### src/rtl/pio_calc_pkg.sv
package pio_calc_pkg;

    localparam int unsigned REG_CNT_W = 5;
    localparam int unsigned CNT_FLOOR = 2;
    localparam int unsigned REC_SPILL = 17;
    localparam int unsigned ACT_LIMIT = 16;
    localparam int unsigned REC_LIMIT = 16;

    typedef enum logic {
        ST_IDLE = 1'b0,
        ST_RUN  = 1'b1
    } calc_state_e;

    typedef struct packed {
        logic [REG_CNT_W-1:0] active;
        logic [REG_CNT_W-1:0] recovery;
    } drw_pair_t;

    typedef struct packed {
        logic [1:0] rev;
        logic       mate_en;
        drw_pair_t  mate_drw;
    } calc_ctx_t;

    // Register code for the address setup count.
    function automatic logic [1:0] setup_encode(input logic [31:0] cnt);
        logic [1:0] code;
        case (cnt)
            32'd4:        code = 2'b00;
            32'd3:        code = 2'b10;
            32'd1, 32'd2: code = 2'b01;
            default:      code = 2'b11;
        endcase
        return code;
    endfunction

    // Active count in the high nibble, recovery in the low nibble.
    function automatic logic [7:0] pack_drw(input drw_pair_t p);
        logic [3:0] hi;
        logic [3:0] lo;
        hi = 4'(p.active);
        lo = 4'(p.recovery);
        return {hi, lo};
    endfunction

endpackage

### src/rtl/pio_ceil_div.sv
module pio_ceil_div #(
    parameter int unsigned NUM_W = 10,
    parameter int unsigned DEN_W = 8
) (
    input  logic             clk,
    input  logic             rst,
    input  logic             start,
    input  logic [NUM_W-1:0] num,
    input  logic [DEN_W-1:0] den,
    output logic             valid,
    output logic [NUM_W-1:0] quot_ceil
);
    localparam int unsigned STEP_W = $clog2(NUM_W + 1);
    localparam int unsigned REM_W  = DEN_W + 1;
    localparam int unsigned TRY_W  = DEN_W + 2;

    logic [REM_W-1:0]  rem_q;
    logic [NUM_W-1:0]  quo_q;
    logic [DEN_W-1:0]  den_q;
    logic [STEP_W-1:0] step_q;
    logic              run_q;
    logic              valid_q;

    logic [TRY_W-1:0]  shifted;
    logic [TRY_W-1:0]  trial;
    logic              take;
    logic [REM_W-1:0]  rem_nx;

    always_comb begin
        shifted = {rem_q, quo_q[NUM_W-1]};
        take    = (shifted >= TRY_W'(den_q));
        trial   = shifted - TRY_W'(den_q);
        rem_nx  = take ? REM_W'(trial) : REM_W'(shifted);
    end

    always_ff @(posedge clk) begin
        if (rst) begin
            rem_q   <= '0;
            quo_q   <= '0;
            den_q   <= '0;
            step_q  <= '0;
            run_q   <= 1'b0;
            valid_q <= 1'b0;
        end else begin
            valid_q <= 1'b0;
            if (start && !run_q) begin
                rem_q  <= '0;
                quo_q  <= num;
                den_q  <= den;
                step_q <= STEP_W'(NUM_W);
                run_q  <= 1'b1;
            end else if (run_q) begin
                rem_q  <= rem_nx;
                quo_q  <= {quo_q[NUM_W-2:0], take};
                step_q <= step_q - 1'b1;
                if (step_q == STEP_W'(1)) begin
                    run_q   <= 1'b0;
                    valid_q <= 1'b1;
                end
            end
        end
    end

    assign valid     = valid_q;
    assign quot_ceil = quo_q + NUM_W'(rem_q != '0);

endmodule

### src/rtl/pio_count_shaper.sv
module pio_count_shaper
    import pio_calc_pkg::*;
#(
    parameter int unsigned CNT_W = 10
) (
    input  logic [CNT_W-1:0] setup_q,
    input  logic [CNT_W-1:0] active_q,
    input  logic [CNT_W-1:0] rec_q,
    input  logic [CNT_W-1:0] cycle_q,
    input  logic [CNT_W-1:0] mate_setup,
    input  calc_ctx_t        ctx,
    output logic [CNT_W-1:0] setup_out,
    output drw_pair_t        drw_out
);
    localparam int unsigned EXT_W = CNT_W + 2;

    logic [EXT_W-1:0] set_e, act_e, rec_e, cyc_e;
    logic [EXT_W-1:0] act_min, base_sum, rec_alt, rec_pick, rec_min;
    logic [EXT_W-1:0] act_sp, rec_sp, act_cap, rec_adj, rec_cap;
    logic [EXT_W-1:0] m_set, m_act, m_rec;
    logic [EXT_W-1:0] fin_set, fin_act, fin_rec;

    always_comb begin
        set_e = EXT_W'(setup_q);
        act_e = EXT_W'(active_q);
        rec_e = EXT_W'(rec_q);
        cyc_e = EXT_W'(cycle_q);

        act_min  = (act_e < EXT_W'(CNT_FLOOR)) ? EXT_W'(CNT_FLOOR) : act_e;
        base_sum = set_e + act_min;
        rec_alt  = (cyc_e > base_sum) ? (cyc_e - base_sum) : '0;
        rec_pick = (rec_e > rec_alt) ? rec_e : rec_alt;
        rec_min  = (rec_pick < EXT_W'(CNT_FLOOR)) ? EXT_W'(CNT_FLOOR) : rec_pick;

        if (rec_min > EXT_W'(REC_SPILL)) begin
            act_sp = act_min + rec_min - EXT_W'(REC_SPILL);
            rec_sp = EXT_W'(REC_SPILL);
        end else begin
            act_sp = act_min;
            rec_sp = rec_min;
        end

        act_cap = (act_sp > EXT_W'(ACT_LIMIT)) ? EXT_W'(ACT_LIMIT) : act_sp;
        rec_adj = (ctx.rev > 2'd1) ? (rec_sp - 1'b1) : rec_sp;
        rec_cap = (rec_adj > EXT_W'(REC_LIMIT)) ? EXT_W'(REC_LIMIT) : rec_adj;

        m_set = EXT_W'(mate_setup);
        m_act = EXT_W'(ctx.mate_drw.active);
        m_rec = EXT_W'(ctx.mate_drw.recovery);

        fin_set = (ctx.mate_en && m_set > set_e)   ? m_set : set_e;
        fin_act = (ctx.mate_en && m_act > act_cap) ? m_act : act_cap;
        fin_rec = (ctx.mate_en && m_rec > rec_cap) ? m_rec : rec_cap;
    end

    assign setup_out        = CNT_W'(fin_set);
    assign drw_out.active   = REG_CNT_W'(fin_act);
    assign drw_out.recovery = REG_CNT_W'(fin_rec);

endmodule

### src/rtl/pio_timing_calc.sv
module pio_timing_calc
    import pio_calc_pkg::*;
#(
    parameter int unsigned TIME_W = 10,
    parameter int unsigned CLK_W  = 8
) (
    input  logic              clk,
    input  logic              rst,
    input  logic              start,
    input  logic [TIME_W-1:0] setup_ns,
    input  logic [TIME_W-1:0] active_ns,
    input  logic [TIME_W-1:0] cycle_ns,
    input  logic [CLK_W-1:0]  clk_ns,
    input  logic [1:0]        chip_rev,
    input  logic              mate_en,
    input  logic [TIME_W-1:0] mate_setup,
    input  logic [4:0]        mate_active,
    input  logic [4:0]        mate_recovery,
    output logic              busy,
    output logic              done,
    output logic [TIME_W-1:0] setup_cnt,
    output logic [4:0]        active_cnt,
    output logic [4:0]        recovery_cnt,
    output logic [1:0]        setup_code,
    output logic [7:0]        drw_byte
);
    localparam int unsigned N_DIV = 4;
    localparam int unsigned SUM_W = TIME_W + 2;

    calc_state_e       state_q;
    logic              accept;
    logic [SUM_W-1:0]  sa_sum;
    logic [TIME_W-1:0] rec_ns;
    logic [TIME_W-1:0] div_num [N_DIV];
    logic [TIME_W-1:0] q_ceil  [N_DIV];
    logic [N_DIV-1:0]  div_valid;
    logic              all_valid;

    calc_ctx_t         ctx_q;
    logic [TIME_W-1:0] mate_setup_q;
    logic [TIME_W-1:0] shaped_setup;
    drw_pair_t         shaped_drw;

    logic [TIME_W-1:0] setup_cnt_q;
    drw_pair_t         drw_q;
    logic [1:0]        code_q;
    logic [7:0]        byte_q;
    logic              done_q;

    assign accept = start && (state_q == ST_IDLE);

    always_comb begin
        sa_sum = SUM_W'(setup_ns) + SUM_W'(active_ns);
        rec_ns = (SUM_W'(cycle_ns) > sa_sum) ? TIME_W'(SUM_W'(cycle_ns) - sa_sum) : '0;
    end

    assign div_num[0] = setup_ns;
    assign div_num[1] = active_ns;
    assign div_num[2] = rec_ns;
    assign div_num[3] = cycle_ns;

    for (genvar gi = 0; gi < N_DIV; gi++) begin : g_div
        pio_ceil_div #(
            .NUM_W(TIME_W),
            .DEN_W(CLK_W)
        ) u_div (
            .clk      (clk),
            .rst      (rst),
            .start    (accept),
            .num      (div_num[gi]),
            .den      (clk_ns),
            .valid    (div_valid[gi]),
            .quot_ceil(q_ceil[gi])
        );
    end

    assign all_valid = &div_valid;

    pio_count_shaper #(
        .CNT_W(TIME_W)
    ) u_shape (
        .setup_q   (q_ceil[0]),
        .active_q  (q_ceil[1]),
        .rec_q     (q_ceil[2]),
        .cycle_q   (q_ceil[3]),
        .mate_setup(mate_setup_q),
        .ctx       (ctx_q),
        .setup_out (shaped_setup),
        .drw_out   (shaped_drw)
    );

    always_ff @(posedge clk) begin
        if (rst) begin
            state_q      <= ST_IDLE;
            ctx_q        <= '0;
            mate_setup_q <= '0;
            setup_cnt_q  <= '0;
            drw_q        <= '0;
            code_q       <= '0;
            byte_q       <= '0;
            done_q       <= 1'b0;
        end else begin
            done_q <= 1'b0;
            case (state_q)
                ST_IDLE: begin
                    if (accept) begin
                        ctx_q.rev               <= chip_rev;
                        ctx_q.mate_en           <= mate_en;
                        ctx_q.mate_drw.active   <= mate_active;
                        ctx_q.mate_drw.recovery <= mate_recovery;
                        mate_setup_q            <= mate_setup;
                        state_q                 <= ST_RUN;
                    end
                end
                ST_RUN: begin
                    if (all_valid) begin
                        setup_cnt_q <= shaped_setup;
                        drw_q       <= shaped_drw;
                        code_q      <= setup_encode(32'(shaped_setup));
                        byte_q      <= pack_drw(shaped_drw);
                        done_q      <= 1'b1;
                        state_q     <= ST_IDLE;
                    end
                end
                default: state_q <= ST_IDLE;
            endcase
        end
    end

    assign busy         = (state_q == ST_RUN);
    assign done         = done_q;
    assign setup_cnt    = setup_cnt_q;
    assign active_cnt   = drw_q.active;
    assign recovery_cnt = drw_q.recovery;
    assign setup_code   = code_q;
    assign drw_byte     = byte_q;

endmodule

### config.mk
export PLATFORM = sky130hd
export DESIGN_NAME = pio_timing_calc
export DESIGN_NICKNAME = d
export VERILOG_FILES = /design/src/rtl/pio_calc_pkg.sv /design/src/rtl/pio_ceil_div.sv /design/src/rtl/pio_count_shaper.sv /design/src/rtl/pio_timing_calc.sv
export SDC_FILE = /design/constraint.sdc
export NUM_CORES = 1
export LEC_CHECK = 0
export BUFFER_PORTS_ARGS = -buffer_cell sky130_fd_sc_hd__buf_2
export CAP_MARGIN = 0
export CELL_PAD_IN_SITES_DETAIL_PLACEMENT = 1
export CELL_PAD_IN_SITES_GLOBAL_PLACEMENT = 1
export CORE_MARGIN = 3
export CORE_UTILIZATION = 29
export CTS_CLUSTER_DIAMETER = 150
export DETAILED_ROUTE_END_ITERATION = 10
export HOLD_SLACK_MARGIN = 0.02
export PLACE_DENSITY = 0.57
export RECOVER_POWER = 50
export SETUP_SLACK_MARGIN = 0.15
export SYNTH_ARGS = -nofsm -noshare
export SYNTH_HDL_FRONTEND = slang
export SYNTH_SLANG_ARGS = --single-unit
### constraint.sdc
create_clock -name clk -period 30.3 [get_ports clk]
set_input_delay 0 -clock clk [delete_from_list [all_inputs] [get_ports clk]]
set_output_delay 0 -clock clk [all_outputs]
set_load 0.02 [all_outputs]
; Yosys cells after proc, flatten, opt, wreduce, memory -nomap -nowiden
; Cells that the tools add are included.
[word_totals]
register_bits = 187
latchBits = 0
ramBits = 0
romBits = 0
in_bits = 64
out_inout_bits = 32
elab_cells = 175
n_memories = 0
[classes]
n_addsub = 19
mul = 0
div = 0
order_cmp = 16
n_eq_ne = 8
n_shift = 0
mux = 54
n_bitwise = 5
n_reduce_logical = 33
[op_table]
columns = operator, count
row1 = 10-bit 2-to-1 mux, 11
row2 = 12-bit 2-to-1 mux, 8
row3 = 10-bit by 1-bit adder with 10-bit output, 4
row4 = 10-bit by 8-bit greater-or-equal comparator with 1-bit output, 4
row5 = 12-bit by 5-bit greater-than comparator with 1-bit output (second input constant), 3
row6 = 9-bit 2-to-1 mux, 4
row7 = 9-bit nonzero test, 4
row8 = 9-bit by 8-bit subtractor with 9-bit output, 4
row9 = 4-bit 2-to-1 mux, 8
row10 = 10-bit by 12-bit greater-than comparator with 1-bit output, 2
row11 = 5-bit by 12-bit greater-than comparator with 1-bit output, 2
row12 = 10-bit by 2-bit equality test with 1-bit output (second input constant), 2
row13 = 1-bit 2-to-1 mux, 19
row14 = 4-bit by 1-bit equality test with 1-bit output (second input constant), 4
row15 = 4-bit by 1-bit subtractor with 4-bit output (second input constant), 4
row16 = 10-bit by 12-bit adder with 12-bit output, 1
row17 = 12-bit adder, 1
row18 = 12-bit by 2-bit less-than comparator with 1-bit output (second input constant), 1
row19 = 2-bit OR reduction, 6
row20 = 3-bit OR reduction, 4
row21 = 10-bit by 12-bit subtractor with 12-bit output, 1
row22 = 12-bit by 1-bit subtractor with 12-bit output (second input constant), 1
row23 = 12-bit by 5-bit subtractor with 12-bit output (second input constant), 1
row24 = 10-bit by 10-bit adder with 11-bit output, 1
row25 = 17 further kinds, 35

; Longest topological paths before layout
; Gate-level depths: netlist of run 1.
[depth]
word_depth = 20
depth_mapped = 62
depth_no_buf = 61

; Hierarchy
; Synthesis of run 1 repeated with hierarchy kept, for this count alone.
[unflattened]
cells_unflattened = 1832
hier_area_um2 = 14004.7
[by_module_without_submodules]
columns = module, n_inst, cells_per_inst, area_per_inst_um2, seq_area_each_um2
row1 = pio_ceil_div (g_div[0].u_div ...), 2, 261, 2035.7, 660.6
row2 = pio_ceil_div (g_div[2].u_div ...), 2, 254, 2025.7, 660.6
row3 = pio_count_shaper, 1, 461, 3244.4, 0.0
row4 = pio_timing_calc, 1, 341, 2637.5, 940.9

; Worst setup path before layout of run 1
; OpenSTA, ideal clock, no wires.
[synth_timing]
kind = flip-flop to flip-flop
startpoint = reg g_div[1].u_div.rem_q[0]
endpoint = reg drw_q (netlist bit active_cnt[0])
setup_ns = 0.069
arrival_time_ns = 11.185
required_ns = 30.231
path_slack_ns = 19.046
stages_incl_launch_ff = 62
n_path_buf = 1
period_less_slack_ns = 11.254
cell_sequence = dfxtp_1 nor4_1 nand3_1 ha_1 ha_1 nand3_1 xor2_1 nand3_1 nor3_1 nand2_1 o31ai_1 inv_1 ha_1 a21o_1 a21oi_1 o21bai_1 a21oi_1 o21bai_1 [26 not listed] o21bai_1 a21oi_1 o21ai_0 a31oi_1 xor2_1 nor2_1 nand2_1 nor2_1 a31oi_1 ha_1 nor2b_1 o21a_1 o21ai_0 nand2b_1 a21oi_1 nor2_1 or3_1 o21ai_1
[synth_between]
elab_chain_len = 19
elab_cells_between_ends = 21
cone_classes = add/sub (5) / order compare (7) / mux (7) / reduce/logical (2)
[synth_lines]
columns = item, line_no
row1 = start: declaration, pio_ceil_div.sv:17  ; logic [REM_W-1:0] rem_q;
row2 = start signal: assignment, pio_ceil_div.sv:53  ; rem_q <= rem_nx;
row3 = 9-bit nonzero test *, pio_ceil_div.sv:65  ; assign quot_ceil = quo_q + NUM_W'(rem_q != '0);
row4 = 10-bit by 1-bit adder with 10-bit output *, pio_ceil_div.sv:65
row5 = 10-bit by 2-bit less-than comparator with 1-bit output, pio_count_shaper.sv:29  ; act_min = (act_e < EXT_W'(CNT_FLOOR)) ? EXT_W'(CNT_FLOOR) : act_e;
row6 = 10-bit 2-to-1 mux *, pio_count_shaper.sv:29
row7 = 10-bit by 12-bit adder with 12-bit output, pio_count_shaper.sv:30  ; base_sum = set_e + act_min;
row8 = 10-bit by 12-bit subtractor with 12-bit output / 10-bit by 12-bit greater-than comparator with 1-bit output (equally long branches), pio_count_shaper.sv:31  ; rec_alt = (cyc_e > base_sum) ? (cyc_e - base_sum) : '0;
row9 = 12-bit 2-to-1 mux, pio_count_shaper.sv:31
row10 = 10-bit by 12-bit greater-than comparator with 1-bit output, pio_count_shaper.sv:32  ; rec_pick = (rec_e > rec_alt) ? rec_e : rec_alt;
row11 = [3 not listed], --
row12 = 12-bit adder, pio_count_shaper.sv:36  ; act_sp = act_min + rec_min - EXT_W'(REC_SPILL);
row13 = 12-bit by 5-bit subtractor with 12-bit output, pio_count_shaper.sv:36
row14 = 12-bit 2-to-1 mux *, pio_count_shaper.sv:35  ; if (rec_min > EXT_W'(REC_SPILL)) begin
row15 = 12-bit by 5-bit greater-than comparator with 1-bit output, pio_count_shaper.sv:43  ; act_cap = (act_sp > EXT_W'(ACT_LIMIT)) ? EXT_W'(ACT_LIMIT) : act_sp;
row16 = 12-bit 2-to-1 mux *, pio_count_shaper.sv:43
row17 = 5-bit by 12-bit greater-than comparator with 1-bit output, pio_count_shaper.sv:52  ; fin_act = (ctx.mate_en && m_act > act_cap) ? m_act : act_cap;
row18 = 1-bit logical AND, pio_count_shaper.sv:52
row19 = 5-bit 2-to-1 mux *, pio_count_shaper.sv:52
row20 = end signal: assignment, pio_timing_calc.sv:118  ; drw_q <= shaped_drw;
row21 = end: declaration, pio_timing_calc.sv:45  ; drw_pair_t drw_q;
; Mark *: on every way between the ends. The rest lies on a longest branch, timed or not.
; A chain may end at the register's enable or synchronous reset.

; Worst setup path after layout of run 1
[layout_timing]
startpoint = reg g_div[1].u_div.rem_q[0]
endpoint = reg drw_q (netlist bit active_cnt[1])
; Same word-level chain as after synthesis.

==> results of run 1 <==
## routing by layer
layer | global-route usage [%] | wire length (um)
met5 | 0 | 13
met1 | 24.4 | 21300
met2 | 30.9 | 20800
met4 | 4.19 | 576
met3 | 2.04 | 697
## synthesized netlist by cell type (8+ instances only)
cell type / instances
nor2b_1: 19
xnor2_1: 54
buf_2: 9
o22ai_1: 12
nand4_1: 24
xor2_1: 48
nand2b_1: 30
inv_1: 129
o21bai_1: 12
mux2i_1: 25
o21ai_1: 13
and3_1: 11
nand2_1: 256
buf_4: 8
o21a_1: 13
nor3_1: 26
ha_1: 143
nor4_1: 12
a211oi_1: 36
buf_1: 14
dfxtp_1: 178
nor2_1: 172
nand3_1: 38
a21oi_1: 198
fa_1: 9
o211ai_1: 14
o21ai_0: 52
clkbuf_1: 56
a21o_1: 35
## state kept, by name, summed over array words and instances (netlist names)
name                flops
recovery_cnt            5
g_div.u_div.rem_q      36
ctx_q                  12
busy                    1
setup_code              2
g_div.u_div.run_q       4
active_cnt              5
g_div.u_div.quo_q      40
setup_cnt              10
g_div.u_div.den_q      32
g_div.u_div.step_q     16
mate_setup_q           10
g_div.u_div.valid       4
done                    1
## repair_timing
action / CTS / global route
hold buffers: 71 / 0
endpoints found under the hold margin: 84 / 0
endpoints found under the setup margin: 0 / 0
## layout by cell type, fill, tap and decap left out, types with 7 or more instances in the layout
master / n
o21ai_0: 52
a211oi_1: 36
nand2_1: 256
buf_4: 7
o21bai_1: 12
nor3_1: 26
fa_1: 9
nor2_1: 172
clkbuf_16: 17
nand4_1: 24
buf_2: 61
nand2b_1: 30
a21o_1: 35
inv_1: 129
mux2i_1: 25
a22oi_1: 7
and3_1: 11
o211ai_1: 14
nor2b_1: 18
o21ai_1: 13
a31oi_1: 7
nand3_1: 38
nor4_1: 11
o21a_1: 13
dlygate4sd3_1: 71
clkbuf_1: 36
a21oi_1: 198
dfxtp_1: 178
xnor2_1: 54
o22ai_1: 12
xor2_1: 48
ha_1: 143
## worst max-delay path by stage
stage	end	depth (start not counted)	startpoint
final	active_cnt[1]	60	g_div[1].u_div.rem_q[0]
after global routing	active_cnt[3]	60	g_div[1].u_div.rem_q[0]
after global placement	active_cnt[1]	60	g_div[1].u_div.rem_q[0]
after CTS	active_cnt[1]	60	g_div[1].u_div.rem_q[0]
after detailed placement	active_cnt[1]	60	g_div[1].u_div.rem_q[0]
after floorplan	active_cnt[0]	61	g_div[1].u_div.rem_q[0]
## kinds of logic after synthesis
| kind of cell | count (synthesis) |
|---|---|
| AOI/OAI and AO/OA | 451 |
| xor gates and xnor gates | 102 |
| adders and majority gates | 152 |
| buffers and inverters | 219 |
| DFF | 178 |
| muxes | 27 |
| other | 1 |
| and+or+nand+nor | 629 |
## metrics by stage
step	total power, mW	instances	area (um^2)	setup slack (ns)	hold WS [ns]
final	1.10	2470	15400	16.65	0.0588
after global routing	1.19	2470	15400	15.35	0.0742
after CTS	1.11	2470	15400	16.64	0.0244
after detailed placement	0.873	2368	14200	16.75	0.251
after global placement	0.860	2368	14200	16.93	0.242
after floorplan	0.720	1761	13300	19.05	0.124
## final cells by class
type                            instances  area (um^2)
Tap cell                              592          741
Timing Repair Buffer                  175         1200
Inverter                              130          488
Fill cell                            5570        29300
Clock buffer                           19          453
Multi-Input combinational cell       1364         8830
Clock inverter                         12          108
Sequential cell                       178         3560
## worst max-delay path: cells and delay by family, from the launching register on
family,cells,cell delay (ns)
AND/OR/NAND/NOR,20,4.11
XOR/XNOR,3,0.95
AO/OA/AOI/OAI,26,5.46
flip-flops,1,0.37
buffers and inverters,2,0.20
adder cells (fa/ha/maj),9,2.49
## power breakdown
group	internal [mW]	switching (mW)
logic	0.241	0.370
registers	0.249	0.0163
clock network	0.117	0.103
==> flow_metrics.env, run 1 <==
export IMPL_hp_start="setup_ns[2]"
export IMPL_cts_made_buffers=17
export IMPL_worstSetupEndpointType="register"
export IMPL_drt_iter0_markers=435
export IMPL_slew_violations=184
export IMPL_synth_top_area_share_pct=26.9
export IMPL_clk_pin_slew_ns=0.07
export IMPL_min_period_over_period_pct=45.1
export IMPL_diodes=0
export IMPL_h_tree_depth=4
export IMPL_yosysSeqAreaShare_pct=26.9
export IMPL_fin_skew_ns=0.0101
export IMPL_maxCapViolCount=4
export IMPL_path_max_fanout=11
export IMPL_yosys_top_cells_area="dfxtp_1, ha_1, a21oi_1"
export IMPL_syn2layout_area_growth_pct=16.1
export IMPL_route_detailed_drc=0
export IMPL_synth_seq_cells=178
export IMPL_clockBufferDepth=2
export IMPL_gr_total_overflow=0
export IMPL_regToRegSetupSlack_ns=16.65
export IMPL_grt_first_pass_wirelength_um=69000
export IMPL_core_mm2=0.0447
export IMPL_cts_root_buf="clkbuf_16"
export IMPL_r2r_start="g_div[1].u_div.rem_q[0]"
export IMPL_setup_viol=0
export IMPL_wire_per_inst_um=17.6
export IMPL_ir_worst_vdd_mv=0.0443
export IMPL_vias=12409
export IMPL_cpMostUsedCell="ha_1"
export IMPL_whs_endpoint="g_div[0].u_div.quo_q[2]"
export IMPL_dpl_hpwl_um=33700
export IMPL_yosysUniqueCellTypes=77
export IMPL_fp_dieW_um=220
export IMPL_rsz0062_at_grt="no"
export IMPL_ant_nets=0
export IMPL_p_leak_nw=6.40
export IMPL_routabilityCongestion=0.842
export IMPL_post_drt_via_cell_ratio=5.02
export IMPL_grt_total_usage_pct=18.1
export IMPL_yosys_warnings=0
export IMPL_synth_cell_area_mm2=0.0132
export IMPL_tightest_slew_ns=3.00
export IMPL_dieArea_mm2=0.0483
export IMPL_synth_cells=1759
export IMPL_slowest_delay_ns=0.74
export IMPL_tritoncts="done"
export IMPL_critPathLaunchType="register"
export IMPL_reg2reg_to="active_cnt[1]"
export IMPL_worst_ep_required_time_ns=30.68
export IMPL_async_flop_share_pct=0
export IMPL_yosys_most_used_dff="dfxtp_1"
export IMPL_hp_class="in2reg"
export IMPL_outcome="finished with violations"
export IMPL_row_count=77
export IMPL_cts_repair_resized=0
export IMPL_die_y_um=220
export IMPL_relSlewSlack_pct=-99.8
export IMPL_initial_utilization_pct=29.6
export IMPL_post_route_util_pct=34.4
export IMPL_period_minus_slack_ns=13.65
export IMPL_critPathArrivalTime_ns=14.03
export IMPL_grt_pass1_vias=12747
export IMPL_synth_xor_area_share_pct=6.74
export IMPL_synth_compound_area_share_pct=21.1
export IMPL_synthAdderAreaFrac_pct=14.9
export IMPL_cts_setup_buffers=0
export IMPL_grt_max_degree=64
export IMPL_synth_edf_count=0
export IMPL_firstDrtPassIters=4
export IMPL_holdPathStages=5
export IMPL_syn_area_per_cell_um2=7.53
export IMPL_crit_path_top_delay_cell="a31oi_1"
export IMPL_synth_top_area_cell="dfxtp_1"
export IMPL_insertion_delay_ns=0.45
export IMPL_synth_top_family_by_area="simple AND/OR/NAND/NOR gates"
export IMPL_yosys_area_share_simple_pct=21.7
export IMPL_rr_worst_depth=60
export IMPL_setup_tns_ns=0
export IMPL_io_pins=96
export IMPL_hold_viol=0
export IMPL_layout_drive_gt1_share_pct=6.87
export IMPL_powerDensity_mw_per_mm2=71.3
export IMPL_synth_mux_area_share_pct=2.06
export IMPL_antenna_found_initial=1
export IMPL_crit_type="reg2reg"
export IMPL_fmax_mhz=73.2
export IMPL_clock_sinks=178
export IMPL_violations="max-capacitance violations, max-slew violations"
export IMPL_wl_um=43400
export IMPL_portBuffers=94
export IMPL_layout_nets=2082
(Power assumes the default switching activity.)
==> run 2, diff against run 1 <==
--- a/config.mk
+++ b/config.mk
@@ -5,6 +5,7 @@
 export SDC_FILE = /design/constraint.sdc
 export NUM_CORES = 1
 export LEC_CHECK = 0
+export ABC_AREA = 1
 export BUFFER_PORTS_ARGS = -buffer_cell sky130_fd_sc_hd__buf_2
 export CAP_MARGIN = 0
 export CELL_PAD_IN_SITES_DETAIL_PLACEMENT = 1
@@ -14,7 +15,7 @@
 export CTS_CLUSTER_DIAMETER = 150
 export DETAILED_ROUTE_END_ITERATION = 10
 export HOLD_SLACK_MARGIN = 0.02
-export PLACE_DENSITY = 0.57
+export PLACE_DENSITY = 0.58
 export RECOVER_POWER = 50
 export SETUP_SLACK_MARGIN = 0.15
 export SYNTH_ARGS = -nofsm -noshare
==> constraint.sdc (replaced) <==
create_clock -name clk -period 13.2 [get_ports clk]
set_input_delay 0 -clock clk [delete_from_list [all_inputs] [get_ports clk]]
set_output_delay 0 -clock clk [all_outputs]
set_load 0.02 [all_outputs]
==> run 2 against run 1 <==
Net effect:
- the run still ends with max-capacitance violations, max-slew violations left
- worst hold slack gained 0.24 ns
- setup slack lost 15 ns
- wire length grew 3.2%
- clock power grew to 2.7 times the previous value
- die area grew 1.7%
- clock skew is essentially flat
- synthesized cell count grew 13%
- combinational power grew to 4.2 times the previous value
- power grew to 3.5 times the previous value
- maximum frequency grew 17%
- sequential power grew 140%
- sequential share of layout area shrank 0.53 points
- critical path type unchanged
- highest routed layer unchanged
==> flow_metrics.env, run 2 <==
export IMPL_die_y_um=222
export IMPL_setup_tns_ns=0
export IMPL_clk_pin_slew_ns=0.07
export IMPL_vias=13060
export IMPL_drt_iter0_markers=469
export IMPL_p_leak_nw=7.66
export IMPL_clock_sinks=178
export IMPL_worst_ep_required_time_ns=13.58
export IMPL_post_route_util_pct=34.5
export IMPL_regToRegSetupSlack_ns=1.52
export IMPL_route_detailed_drc=0
export IMPL_grt_max_degree=61
export IMPL_path_max_fanout=7
export IMPL_r2r_start="g_div[1].u_div.rem_q[0]"
export IMPL_startpoint="g_div[1].u_div.rem_q[0]"
export IMPL_powerDensity_mw_per_mm2=241
export IMPL_setup_viol=0
export IMPL_grt_pass1_vias=13535
export IMPL_dpl_hpwl_um=35800
export IMPL_layout_nets=2326
export IMPL_core_mm2=0.0457
export IMPL_top_layer="met5"
export IMPL_h_tree_depth=4
export IMPL_firstDrtPassIters=5
export IMPL_portBuffers=94
export IMPL_tritoncts="done"
export IMPL_final_common_cell="nand2_1"
export IMPL_slew_violations=33
export IMPL_outcome="finished with violations"
export IMPL_cts_root_buf="clkbuf_16"
export IMPL_insertion_delay_ns=0.49
export IMPL_violations="max-capacitance violations, max-slew violations"
export IMPL_syn_area_per_cell_um2=6.78
export IMPL_yosysUniqueCellTypes=59
export IMPL_grt_total_usage_pct=18.3
export IMPL_yosys_most_used_dff="dfxtp_1"
export IMPL_yosys_top_cells_area="dfxtp_1, ha_1, nand2_1"
export IMPL_worst_slack_ns=1.52
export IMPL_ir_worst_vdd_mv=0.174
export IMPL_cts_made_buffers=17
export IMPL_synth_most_common_cell="nand2_1"
export IMPL_hold_viol=0
export IMPL_hp_class="in2reg"
export IMPL_critPathArrivalTime_ns=12.06
export IMPL_p_total_mw=3.80
export IMPL_row_count=78
export IMPL_diodes=0
export IMPL_ant_nets=0
export IMPL_synth_cell_area_mm2=0.0135
export IMPL_fmax_mhz=85.6
export IMPL_fin_skew_ns=0.0106
export IMPL_maxCapViolCount=1
export IMPL_min_period_over_period_pct=88.5
export IMPL_dieArea_mm2=0.0491
export IMPL_post_drt_via_cell_ratio=4.80
export IMPL_reg_top3="g_div.u_div.quo_q: 40 flops, g_div.u_div.rem_q: 36 flops, g_div.u_div.den_q: 32 flops"
export IMPL_whs_ns=0.296
export IMPL_synth_cells=1989
export IMPL_relSlewSlack_pct=-2.75
export IMPL_clockBufferDepth=2
export IMPL_dp_slack_ns=0.795
export IMPL_yosysSeqAreaShare_pct=26.4
export IMPL_gr_total_overflow=0
export IMPL_dr_wl_met3_um=1370
export IMPL_synth_seq_cells=178
export IMPL_io_pins=96
export IMPL_crit_type="reg2reg"
export IMPL_antenna_found_initial=1
export IMPL_holdPathStages=3
export IMPL_initial_utilization_pct=29.5
export IMPL_yosys_warnings=0
export IMPL_period_minus_slack_ns=11.68
export IMPL_crit_path_top_delay_cell="fa_1"
export IMPL_rsz0062_at_grt="no"
export IMPL_critPathLaunchType="register"
export IMPL_synth_top_area_share_pct=26.4
export IMPL_wire_per_inst_um=16.4
export IMPL_worstSetupEndpointType="register"
export IMPL_final_cell_mix="nand2_1, inv_1, a21oi_1"
export IMPL_slowest_delay_ns=0.40
export IMPL_wl_um=44800
export IMPL_layout_drive_gt1_share_pct=7.92
export IMPL_dr_wl_met2_um=21200
export IMPL_cpMostUsedCell="nand2_1"
export IMPL_fp_dieW_um=222
export IMPL_ys_top_cells_by_count="nand2_1, inv_1, a21oi_1, dfxtp_1, nor2_1"
export IMPL_routabilityCongestion=0.828
export IMPL_reg2reg_to="active_cnt[1]"
export IMPL_async_flop_share_pct=0
export IMPL_syn2layout_area_growth_pct=16.8
export IMPL_largest_reg_flops=40
export IMPL_wl_met1_um=21500
export IMPL_tightest_slew_ns=1.54
export IMPL_grt_first_pass_wirelength_um=72200
export IMPL_regMostFlops="g_div.u_div.quo_q"
export IMPL_endpoint="active_cnt[1]"
export IMPL_rr_worst_depth=77
export IMPL_synth_edf_count=0
export IMPL_synth_top_area_cell="dfxtp_1"
[run 2: cell count changes after synthesis, sizes merged, moves of 33 or more]
cell / before / now
a211oi: 36 / 3
inv: 130 / 296
nand2: 256 / 426
nand3: 38 / 99
o21ai: 67 / 168
[run 2: routing by layer]
layer  vias to the layer above  track usage [%]
met4                         2             4.05
li1                       6727                -
met2                       157             31.7
met1                      6139             23.6
met3                        35             3.69
met5                         -                0
[run 2: layout make-up]
type | count | area [um^2]
fill | 5783 | 29900
multi-input combinational | 1447 | 8520
sequential | 178 | 3560
inverter | 300 | 1140
timing repair buffer | 166 | 1110
tap | 600 | 751
clock buffer | 22 | 454
clock inverter | 9 | 204
[run 2: worst min-delay path by stage]
stage                                start        to  slack (ns)
after global routing      mate_recovery[4]  ctx_q[4]        0.27
after floorplan                      start      busy        0.12
after global placement               start      busy        0.23
final                                start      busy        0.30
after CTS                            start      busy        0.25
after detailed placement  mate_recovery[4]  ctx_q[4]        0.23
[run 2: timing repair]
action / 4_1_cts / 5_1_grt
setup endpoints to repair: 0 / 5
setup buffers: 0 / 2
gates resized for setup: 0 / 7
hold buffers: 63 / 0
hold endpoints to repair: 90 / 0
[run 2: report_power, final]
part / total (mW) / internal [mW] / switching (mW)
logic: 2.58 / 0.947 / 1.64
clock network: 0.588 / 0.359 / 0.230
registers: 0.630 / 0.584 / 0.0454
total: 3.80 / 1.89 / 1.91
[run 2: critical path: cells and delay by family (launching register included)]
family | cells | cell delay [ns]
and+or+nand+nor | 45 | 5.10
adders and majority gates | 9 | 2.60
AOI/OAI and AO/OA | 15 | 2.42
xor gates and xnor gates | 2 | 0.54
buffers and inverters | 6 | 0.52
DFF | 1 | 0.37
[run 2: logic make-up after synthesis]
group / synth area share [%]
xor+xnor: 5.20
fa+ha+maj: 14.6
flops: 26.4
simple gates: 25.7
other cells: 0.0278
buf+inv: 10.7
compound gates: 17.3
[run 2: through the flow]
stage	instances	area, um^2
floorplan	1991	13500
global placement	2626	14500
detailed placement	2626	14500
CTS	2720	15700
global route	2722	15700
finish	2722	15700
==> run 3, diff against run 2 <==
--- a/config.mk
+++ b/config.mk
@@ -9,13 +9,13 @@
 export BUFFER_PORTS_ARGS = -buffer_cell sky130_fd_sc_hd__buf_2
 export CAP_MARGIN = 0
 export CELL_PAD_IN_SITES_DETAIL_PLACEMENT = 1
-export CELL_PAD_IN_SITES_GLOBAL_PLACEMENT = 1
+export CELL_PAD_IN_SITES_GLOBAL_PLACEMENT = 2
 export CORE_MARGIN = 3
 export CORE_UTILIZATION = 29
 export CTS_CLUSTER_DIAMETER = 150
 export DETAILED_ROUTE_END_ITERATION = 10
 export HOLD_SLACK_MARGIN = 0.02
-export PLACE_DENSITY = 0.58
+export PLACE_DENSITY = 0.71
 export RECOVER_POWER = 50
 export SETUP_SLACK_MARGIN = 0.15
 export SYNTH_ARGS = -nofsm -noshare
==> run 3 against run 2 <==
Net effect:
- setup slack got worse by 0.099 ns
- power rose by 0.30%
- count of clock-buffer cells in the layout shrank 3
- critical path depth shrank 1
- cell area is 0.15% lower
- first-iteration DRC count fell by 2.8%
- via count increased by 0.17%
- the flow still finishes with violations (max-capacitance violations, max-slew violations)
- register-to-register slack worse by 0.099 ns
- sequential share of layout area hardly changed
==> flow_metrics.env, run 3 (synthesized netlist as in run 2, its figures left out) <==
export IMPL_outcome="finished with violations"
export IMPL_violations="max-capacitance violations, max-slew violations"
export IMPL_h_tree_depth=4
export IMPL_dp_slack_ns=0.685
export IMPL_tritoncts="done"
export IMPL_dieArea_mm2=0.0491
export IMPL_setup_tns_ns=0
export IMPL_antenna_found_initial=2
export IMPL_cp_top_family="simple AND/OR/NAND/NOR gates"
export IMPL_grt_max_degree=69
export IMPL_dpl_hpwl_um=35800
export IMPL_relSlewSlack_pct=-20.7
export IMPL_layout_nets=2326
export IMPL_gr_total_overflow=0
export IMPL_die_y_um=222
export IMPL_clkPwrFrac_pct=14.9
export IMPL_final_common_cell="nand2_1"
export IMPL_firstDrtPassIters=5
export IMPL_slew_violations=36
export IMPL_tightest_slew_ns=1.81
export IMPL_grt_first_pass_wirelength_um=73100
export IMPL_io_pins=96
export IMPL_insertion_delay_ns=0.48
export IMPL_routabilityCongestion=0.860
export IMPL_worst_ep_required_time_ns=13.56
export IMPL_clockBufferDepth=2
export IMPL_min_period_over_period_pct=89.2
export IMPL_diodes=0
export IMPL_startpoint="g_div[1].u_div.rem_q[0]"
export IMPL_hp_class="in2reg"
export IMPL_p_leak_nw=7.65
export IMPL_row_count=78
export IMPL_hp_start="start"
export IMPL_fin_skew_ns=0.0143
export IMPL_p_sw_share_pct=51.2
export IMPL_clk_pin_slew_ns=0.07
export IMPL_layout_drive_gt1_share_pct=8.15
export IMPL_portBuffers=94
export IMPL_worst_slack_ns=1.42
export IMPL_r2r_start="g_div[1].u_div.rem_q[0]"
export IMPL_route_detailed_drc=0
export IMPL_grt_total_usage_pct=18.6
export IMPL_hold_viol=0
export IMPL_slowest_delay_ns=0.42
export IMPL_ant_nets=0
export IMPL_regMostFlops="g_div.u_div.quo_q"
export IMPL_maxCapViolCount=1
export IMPL_setup_viol=0
export IMPL_syn2layout_area_growth_pct=16.6
export IMPL_largest_reg_flops=40
export IMPL_powerDensity_mw_per_mm2=243
export IMPL_path_max_fanout=7
export IMPL_fmax_mhz=84.9
export IMPL_core_mm2=0.0457
export IMPL_ir_worst_vdd_mv=0.115
export IMPL_fp_dieW_um=222
export IMPL_vias=13082
export IMPL_wire_per_inst_um=16.6
export IMPL_critPathLaunchType="register"
export IMPL_post_drt_via_cell_ratio=4.80
export IMPL_reg_top3="g_div.u_div.quo_q: 40 flops, g_div.u_div.rem_q: 36 flops, g_div.u_div.den_q: 32 flops"
export IMPL_critPathBufInv=7
export IMPL_grt_pass1_vias=13577
export IMPL_period_minus_slack_ns=11.78
export IMPL_clock_sinks=178
export IMPL_p_comb_share_pct=68.5
export IMPL_crit_type="reg2reg"
export IMPL_worstSetupEndpointType="register"
export IMPL_cts_root_buf="clkbuf_16"
export IMPL_critPathArrivalTime_ns=12.13
export IMPL_seq_power_share_pct=16.5
export IMPL_initial_utilization_pct=29.5
export IMPL_drt_iter0_markers=456
export IMPL_rsz0062_at_grt="no"
export IMPL_final_cell_mix="nand2_1, inv_1, a21oi_1"
export IMPL_wl_um=45100
export IMPL_cellInternalPower_mw=1.86
export IMPL_cpMostUsedCell="nand2_1"
export IMPL_p_sw_mw=1.95
export IMPL_cts_made_buffers=17
export IMPL_crit_path_top_delay_cell="fa_1"
run 3: changes by cell type in the layout (fill, tap and decap cells not counted), sizes merged:
cell | before | now
inv | 296 | 301
clkbuf | 59 | 56
bufinv | 7 | 5
buf | 66 | 67
clkinv | 4 | 5
dlygate4sd3 | 63 | 62
run 3: area by class of cell:
type | instances | area (um^2)
Tap cell | 600 | 751
Sequential cell | 178 | 3560
Timing Repair Buffer | 166 | 1110
Multi-Input combinational cell | 1447 | 8520
Inverter | 300 | 1140
Fill cell | 5795 | 30000
Clock buffer | 19 | 443
Clock inverter | 13 | 195
run 3: worst paths after layout:
kind                        end  slack, ns  cells after the start
setup / recovery  active_cnt[4]       1.42                     76
hold / removal             busy       0.30                      3
setup reg to reg  active_cnt[4]       1.42                     76
hold reg to reg   active_cnt[4]       0.45                      2
run 3: routing by layer:
layer	wire length, um	part of all wire, %	global-route usage, %	vias up
li1	-	-	-	6724
met1	22100	49	24.8	6152
met2	20600	46	30.8	156
met3	1440	3.2	3.42	48
met4	978	2.2	5.41	2
met5	12	0.027	0	-
run 3: what timing repair did:
| action | CTS | global route |
|---|---|---|
| resized for setup | 0 | 8 |
| endpoints found under the hold margin | 89 | 0 |
| setup endpoints to repair | 0 | 5 |
| setup buffers | 0 | 3 |
| hold buffers | 62 | 0 |
run 3: per-stage QoR:
step	power [mW]	hold slack (ns)	instance area (um^2)	utilization, %	instances
3_3_place_gp	3.16	0.229	14500	31.7	2626
2_1_floorplan	2.63	0.124	13500	-	1991
3_5_place_dp	3.24	0.229	14500	31.7	2626
4_1_cts	3.85	0.252	15700	34.4	2720
6_report	3.81	0.301	15700	34.4	2723
5_1_grt	4.28	0.297	15700	34.4	2723
run 3: power groups by stage:
| stage | sequential (mW) | clock, mW | combinational (mW) |
|---|---|---|---|
| finish | 0.630 | 0.570 | 2.61 |
| global placement | 0.641 | 0 | 2.52 |
| global route | 0.639 | 0.615 | 3.03 |
| detailed placement | 0.643 | 0 | 2.59 |
| floorplan | 0.623 | 0 | 2.01 |
| CTS | 0.630 | 0.595 | 2.62 |
run 3: worst register-to-register path: cells and delay by family, from the launching register on:
family	cells	cell delay [ns]
AOI/OAI and AO/OA	17	2.82
DFF	1	0.36
adders and majority gates	9	2.61
buffers and inverters	7	0.72
xor gates and xnor gates	2	0.43
and+or+nand+nor	41	4.72
